`src/rtl/irq_pend_pkg.sv`:
```
package irq_pend_pkg;
  // Width of the source index carried from control to datapath (up to 256 sources).
  localparam int unsigned IDX_W = 8;

  // Strobes from the dispatch control to the pending datapath.
  typedef struct packed {
    logic             take;     // vector accepted this cycle
    logic [IDX_W-1:0] takeIdx;  // source number that was accepted
  } takeCtl_t;
endpackage

```
`src/rtl/irq_pend_datapath.sv`:
```
module irq_pend_datapath
  import irq_pend_pkg::*;
#(
  parameter int unsigned NUM_SRC = 12,
  parameter int unsigned REG_IDX_W = 1,
  parameter logic [NUM_SRC-1:0] LEVEL_SRC = '0
) (
  input  logic                 clk,
  input  logic                 rstN,
  input  logic [NUM_SRC-1:0]   setStb,
  input  logic                 wrEn,
  input  logic                 wrEnableReg,
  input  logic [REG_IDX_W-1:0] wrIdx,
  input  logic [7:0]           wrData,
  input  takeCtl_t             ctl,
  output logic [NUM_SRC-1:0]   flagBits,
  output logic [NUM_SRC-1:0]   enableBits,
  output logic [NUM_SRC-1:0]   pendBits
);
  logic [NUM_SRC-1:0] flagQ, enQ, pendQ;
  logic [NUM_SRC-1:0] flagN, enN, pendN;
  logic [NUM_SRC-1:0] byteSel, wrBit;
  logic [NUM_SRC-1:0] takeMask, pulseTake, flagWr, enWr;

  // Spread the written byte over the source bits it addresses.
  for (genvar g = 0; g < NUM_SRC; g++) begin : g_lane
    assign byteSel[g] = (wrIdx == REG_IDX_W'(g / 8));
    assign wrBit[g]   = wrData[g % 8];
    assign takeMask[g] = ctl.take && (ctl.takeIdx == IDX_W'(g));
  end

  assign pulseTake = takeMask & ~LEVEL_SRC;
  assign flagWr = {NUM_SRC{wrEn && !wrEnableReg}} & byteSel & wrBit;
  assign enWr   = {NUM_SRC{wrEn && wrEnableReg}} & byteSel;

  // Update order: dispatch retire, clearing write, enable write, set event.
  always_comb begin
    flagN = flagQ & ~pulseTake;
    pendN = pendQ & ~pulseTake;
    flagN = flagN & ~flagWr;
    pendN = pendN & ~flagWr;
    enN   = (enQ & ~enWr) | (enWr & wrBit);
    pendN = (pendN & ~(enWr & ~wrBit)) | (enWr & wrBit & flagN);
    flagN = (flagN | (setStb & ~LEVEL_SRC)) & ~(setStb & LEVEL_SRC);
    pendN = pendN | (setStb & enN);
  end

  always_ff @(posedge clk or negedge rstN) begin
    if (!rstN) begin
      flagQ <= '0;
      enQ   <= '0;
      pendQ <= '0;
    end else begin
      flagQ <= flagN;
      enQ   <= enN;
      pendQ <= pendN;
    end
  end

  assign flagBits   = flagQ;
  assign enableBits = enQ;
  assign pendBits   = pendQ;

  // a pending source always has its enable bit set
  a_r3_pend_needs_enable: assert property (@(posedge clk) disable iff (!rstN)
    (pendQ & ~enQ) == '0);

  // ones written to the flag bank clear flag and pending when no set collides
  a_r4_w1c_clears: assert property (@(posedge clk) disable iff (!rstN)
    (wrEn && !wrEnableReg && setStb == '0) |=>
      ((flagQ & $past(flagWr)) == '0) && ((pendQ & $past(flagWr)) == '0));

  // a zero written to an enable bit drops pending and keeps the flag
  a_r3_mask_off: assert property (@(posedge clk) disable iff (!rstN)
    (wrEn && wrEnableReg && setStb == '0 && !ctl.take) |=>
      ((pendQ & $past(enWr & ~wrBit)) == '0) && (flagQ == $past(flagQ)));

  // an accepted pulse source loses its flag
  a_r7_pulse_retired: assert property (@(posedge clk) disable iff (!rstN)
    (|pulseTake && setStb == '0) |=> ((flagQ & $past(pulseTake)) == '0));

  // an accepted level source stays pending when no write touches it
  a_r8_level_kept: assert property (@(posedge clk) disable iff (!rstN)
    (|(takeMask & LEVEL_SRC) && !wrEn) |=> |(pendQ & $past(takeMask)));
endmodule

```
`src/rtl/irq_pend_dispatch.sv`:
```
module irq_pend_dispatch
  import irq_pend_pkg::*;
#(
  parameter int unsigned NUM_SRC = 12,
  parameter int unsigned VEC_W = 8,
  parameter int unsigned VEC_BASE = 2,
  parameter int unsigned VEC_STEP = 2,
  parameter int unsigned TAKE_CYCLES = 2
) (
  input  logic               clk,
  input  logic               rstN,
  input  logic [NUM_SRC-1:0] pendBits,
  input  logic               globalEn,
  input  logic               dispReady,
  output logic               dispValid,
  output logic [VEC_W-1:0]   dispVector,
  output takeCtl_t           ctl
);
  localparam int unsigned HOLD_W = (TAKE_CYCLES > 0) ? $clog2(TAKE_CYCLES + 1) : 1;

  logic [IDX_W-1:0]  selIdx;
  logic              anyPend;
  logic [HOLD_W-1:0] holdCnt;

  // Lowest-numbered pending source wins.
  always_comb begin
    anyPend = 1'b0;
    selIdx  = '0;
    for (int i = NUM_SRC - 1; i >= 0; i--) begin
      if (pendBits[i]) begin
        anyPend = 1'b1;
        selIdx  = IDX_W'(i);
      end
    end
  end

  assign dispValid   = globalEn && anyPend && (holdCnt == '0);
  assign dispVector  = VEC_W'(VEC_BASE + 32'(selIdx) * VEC_STEP);
  assign ctl.take    = dispValid && dispReady;
  assign ctl.takeIdx = selIdx;

  // Wait out the core's interrupt entry after each acceptance.
  always_ff @(posedge clk or negedge rstN) begin
    if (!rstN) begin
      holdCnt <= '0;
    end else if (ctl.take) begin
      holdCnt <= HOLD_W'(TAKE_CYCLES);
    end else if (holdCnt != '0) begin
      holdCnt <= holdCnt - 1'b1;
    end
  end

  // the offered vector belongs to a source the datapath holds pending
  a_r5_offer_is_pending: assert property (@(posedge clk) disable iff (!rstN)
    dispValid |-> pendBits[selIdx[$clog2(NUM_SRC)-1:0]]);

  // nothing is offered while the global enable is low
  a_r6_gated: assert property (@(posedge clk) disable iff (!rstN)
    !globalEn |-> !dispValid);

  if (TAKE_CYCLES >= 1) begin : g_gap1
    // no offer in the cycle after an acceptance
    a_r9_gap_first: assert property (@(posedge clk) disable iff (!rstN)
      ctl.take |=> !dispValid);
  end
  if (TAKE_CYCLES >= 2) begin : g_gap2
    // no offer two cycles after an acceptance
    a_r9_gap_second: assert property (@(posedge clk) disable iff (!rstN)
      $past(ctl.take, 2) |-> !dispValid);
  end
endmodule

```
`src/rtl/irq_pend_ctrl.sv`:
```
module irq_pend_ctrl
  import irq_pend_pkg::*;
#(
  parameter int unsigned NUM_SRC = 12,
  parameter int unsigned VEC_W = 8,
  parameter int unsigned VEC_BASE = 2,
  parameter int unsigned VEC_STEP = 2,
  parameter int unsigned TAKE_CYCLES = 2,
  parameter logic [NUM_SRC-1:0] LEVEL_SRC = 12'h020,
  localparam int unsigned NUM_REGS = (NUM_SRC + 7) / 8,
  localparam int unsigned REG_IDX_W = (NUM_REGS > 1) ? $clog2(NUM_REGS) : 1
) (
  input  logic                 clk,
  input  logic                 rstN,
  input  logic [NUM_SRC-1:0]   setStb,
  input  logic                 wrEn,
  input  logic                 wrEnableReg,
  input  logic [REG_IDX_W-1:0] wrIdx,
  input  logic [7:0]           wrData,
  input  logic                 globalEn,
  output logic                 dispValid,
  input  logic                 dispReady,
  output logic [VEC_W-1:0]     dispVector,
  output logic [NUM_SRC-1:0]   flagBits,
  output logic [NUM_SRC-1:0]   enableBits
);
  takeCtl_t           ctl;
  logic [NUM_SRC-1:0] pendBits;

  initial begin
    if (NUM_SRC < 2 || NUM_SRC > 256) $error("NUM_SRC out of range");
  end

  irq_pend_datapath #(
    .NUM_SRC(NUM_SRC), .REG_IDX_W(REG_IDX_W), .LEVEL_SRC(LEVEL_SRC)
  ) i_datapath (
    .clk(clk), .rstN(rstN), .setStb(setStb), .wrEn(wrEn),
    .wrEnableReg(wrEnableReg), .wrIdx(wrIdx), .wrData(wrData), .ctl(ctl),
    .flagBits(flagBits), .enableBits(enableBits), .pendBits(pendBits)
  );

  irq_pend_dispatch #(
    .NUM_SRC(NUM_SRC), .VEC_W(VEC_W), .VEC_BASE(VEC_BASE),
    .VEC_STEP(VEC_STEP), .TAKE_CYCLES(TAKE_CYCLES)
  ) i_dispatch (
    .clk(clk), .rstN(rstN), .pendBits(pendBits), .globalEn(globalEn),
    .dispReady(dispReady), .dispValid(dispValid), .dispVector(dispVector),
    .ctl(ctl)
  );
endmodule

```
`config.mk`:
```
export PLATFORM = sky130hd
export DESIGN_NAME = irq_pend_ctrl
export DESIGN_NICKNAME = d
export VERILOG_FILES = /design/src/rtl/irq_pend_pkg.sv /design/src/rtl/irq_pend_datapath.sv /design/src/rtl/irq_pend_dispatch.sv /design/src/rtl/irq_pend_ctrl.sv
export SDC_FILE = /design/constraint.sdc
export NUM_CORES = 1
export LEC_CHECK = 0
export BUFFER_PORTS_ARGS = -buffer_cell sky130_fd_sc_hd__buf_2
export CORE_UTILIZATION = 45
export DETAILED_ROUTE_END_ITERATION = 8
export GPL_ROUTABILITY_DRIVEN = 0
export PLACE_DENSITY = 0.75
export REMOVE_ABC_BUFFERS = 1
export SLEW_MARGIN = 5
export SYNTH_ARGS = -nofsm -noshare
export SYNTH_HDL_FRONTEND = slang
export SYNTH_SLANG_ARGS = --single-unit
```
`constraint.sdc`:
```
create_clock -name clk -period 6.55 [get_ports clk]
set_clock_uncertainty 0.05 [all_clocks]
set_input_delay 1.6375 -clock clk [delete_from_list [all_inputs] [get_ports clk]]
set_output_delay 1.6375 -clock clk [all_outputs]
set_load 0.1 [all_outputs]
```
==> flow_summary.json <==
{
  "antenna_found_initial": 0,
  "wl_met1_mm": 2.22,
  "fmax_ghz": 0.235,
  "area_growth_pct": 19.2,
  "dr_total_vias": 1812,
  "routedWlPerCell_um": 14.5,
  "place_ws_ns": 2.56,
  "final_core_util_pct": 56.1,
  "grt_pass1_vias": 1676,
  "htreeDepth": 2,
  "combPwrFrac_pct": 41.3,
  "drt-total-wl_mm": 4.77,
  "highest_layer": "met4",
  "setup_ws_ns": 2.29,
  "met2_length_mm": 2.21,
  "grt_first_pass_wirelength_mm": 8.20,
  "synthCells": 222,
  "p_leak_uw": 0.00117,
  "rows": 24,
  "r2r_slack_ns": 4.20,
  "fillers": 424,
  "peakVddDrop_mv": 0.148,
  "cp_cell_sequence": "nor2_1 -> o311ai_0 -> inv_1 -> ha_1 -> xor2_1 -> buf_2",
  "setup_violations": 0,
  "die_w_um": 69.5,
  "cp.required_ns": 4.86,
  "die_y_um": 69.5,
  "power_per_cell_area_nw_per_um2": 346,
  "routed-wl-met3_um": 264,
  "slew_headroom_pct": 43.7,
  "clk_latency_ns": 0.29,
  "postCtsSetupBuffers": 0,
  "numCtsBuffers": 5,
  "ys_ff_latch": 38,
  "slowest_delay_ns": 0.67,
  "num_antenna_cells": 0,
  "path_clk_slew_ns": 0.07,
  "worstHoldPathType": "register to register",
  "r2r_start": "i_datapath.pendBits[5]$_DFF_PN0_",
  "syn_area_um2": 2050,
  "holdBufCountCts": 0,
  "syn_area_per_cell_um2": 9.24,
  "clock_sinks": 38,
  "hp-start": "i_dispatch.holdCnt[0]$_DFFE_PN0P_",
  "crit_type": "register to output pin",
  "p_clk_share_pct": 21.9,
  "hpwl_mm": 3.52,
  "maxSlewViolCount": 0,
  "min_period_over_period_pct": 65.0,
  "worstPathMaxFanout": 5,
  "drc_errors": 0,
  "crit_buf_inv": 2,
  "period_minus_slack_ns": 4.26,
  "drive_gt1_share_pct": 26.8,
  "initial_core_util_pct": 47.1,
  "status": "complete, no violations",
  "async_flop_share_pct": 100,
  "io_pins": 60,
  "intPower_uw": 457,
  "hold_path_end": "i_dispatch.holdCnt[0]$_DFFE_PN0P_",
  "nets": 307,
  "coreArea_um2": 4350,
  "r2r-end": "i_datapath.pendBits[6]$_DFF_PN0_",
  "grt-ovfl-total": 0,
  "yosysWarnings": 0,
  "netlist.area_leader.share_pct": 46.4,
  "critPathLaunchType": "register",
  "synth-edff-count": 0,
  "setup-tns-final_ns": 0,
  "crit_family": "compound AO/OA/AOI/OAI gates",
  "whs_path_depth": 1,
  "power_switching_share_pct": 46.0,
  "clock_path_buffers": 2,
  "arrival_ns": 2.57,
  "p_switching_uw": 389,
  "ys_seq_area_share_pct": 46.4,
  "rsz0062_at_grt": "false",
  "port_buffers": 55,
  "synth_area_leaders": "dfrtp_1 46%, nand2_1 8.1%, a21oi_1 4.1%",
  "drt_iter0_markers": 111,
  "cts.repair.resized": 0,
  "via_per_inst": 5.52,
  "synth_top_flop_cell": "dfrtp_1",
  "yosysUniqueCellTypes": 48,
  "reg2regPathDepth": 7,
  "tightestPinTransition_ns": 0.844,
  "cts_root_buffer": "clkbuf_8",
  "slowest_stage": "o311ai_0",
  "final-hold-violation-count": 0,
  "die_area_um2": 4830,
  "synth_top_cell_by_area": "dfrtp_1",
  "dr.pass1.iters": 4,
  "ant_nets": 0,
  "seqPwrFrac_pct": 36.7,
  "endpoint_kind": "output pin",
  "cts_tree": "yes",
  "grt_max_degree": 39,
  "track_usage_pct": 21.9,
  "cap_viol_max_count": 0
}
## worst max-delay path by stage
stage	startpoint	end	depth (start not counted)
floorplan	i_datapath.pendBits[0]$_DFF_PN0_	dispVector[4]	2
CTS	i_datapath.pendBits[5]$_DFF_PN0_	dispVector[3]	6
detailed placement	globalEn	dispValid	3
global route	i_datapath.pendBits[3]$_DFF_PN0_	dispVector[3]	5
finish	i_datapath.pendBits[5]$_DFF_PN0_	dispVector[3]	6
global placement	globalEn	dispValid	3
## metrics by stage
| step | power (uW) | hold WS (ns) | std cells | instance area (um2) |
|---|---|---|---|---|
| floorplan | 593 | 0.397 | 213 | 1990 |
| global placement | 660 | 0.421 | 320 | 2330 |
| detailed placement | 666 | 0.429 | 320 | 2330 |
| CTS | 854 | 0.439 | 328 | 2440 |
| global route | 895 | 0.480 | 328 | 2440 |
| finish | 846 | 0.433 | 328 | 2440 |
## layout make-up
class                           instances  area [um2]  share of cell area, %
Multi-Input combinational cell        166        1010                   41.3
Sequential cell                        38         951                   38.9
Timing Repair Buffer                   55         275                   11.3
Clock buffer                            8         110                   4.51
Tap cell                               52        65.1                   2.66
Inverter                                9        33.8                   1.38
## cell usage after synthesis, types with 3 or more instances
cell and instances:
a21o_1 10, a21oi_1 17, a31o_2 3, a32o_1 5
a32oi_1 3, buf_4 4, clkbuf_1 6, dfrtp_1 38
ha_1 5, inv_1 9, nand2_1 44, nand3_1 5
nor2_1 18, o21ai_0 8
## worst reg2reg max path, stage by stage (launching register included)
cell and delay (ns):
dfrtp_1 0.44, nor2_1 0.07, o311ai_0 0.67, inv_1 0.16, ha_1 0.22, and4_1 0.21, a221o_1 0.34, a21oi_1 0.14
## kinds of logic after synthesis
family	after synthesis	share of synthesized area [%]
simple gates	87	20.5
compound gates	66	23.0
flops	38	46.4
buf+inv	21	5.00
fa+ha+maj	5	3.05
xor+xnor	2	0.854
mux	2	1.04
other cells	1	0.183
## layout by cell type (no fill, tap or decap), types with 4 or more instances in the layout
cell / instances
conb_1: 4
a21o_1: 10
dfrtp_1: 38
a32o_1: 5
inv_1: 9
o21ai_0: 8
ha_1: 5
nand3_1: 5
a21oi_1: 17
clkbuf_8: 8
nor2_1: 18
nand2_1: 44
buf_2: 55
## power by group through the flow
stage	logic, uW	clock network (uW)	registers (uW)
after CTS	352	192	310
after global placement	347	0	313
after global routing	374	203	318
after floorplan	173	0	420
final	350	186	311
after detailed placement	352	0	314
## state kept, by name, summed over array words and instances (netlist names)
name,count
i_datapath.enableBits,12
i_datapath.flagBits,12
i_datapath.pendBits,12
i_dispatch.holdCnt,2
## layer usage
metal | GRT usage [%] | vias to the layer above
met5 | 0 | -
met4 | 8.62 | 0
met3 | 5.52 | 6
met2 | 31.7 | 48
met1 | 31.5 | 866
li1 | - | 892
Power figures use the tool's default switching activity.
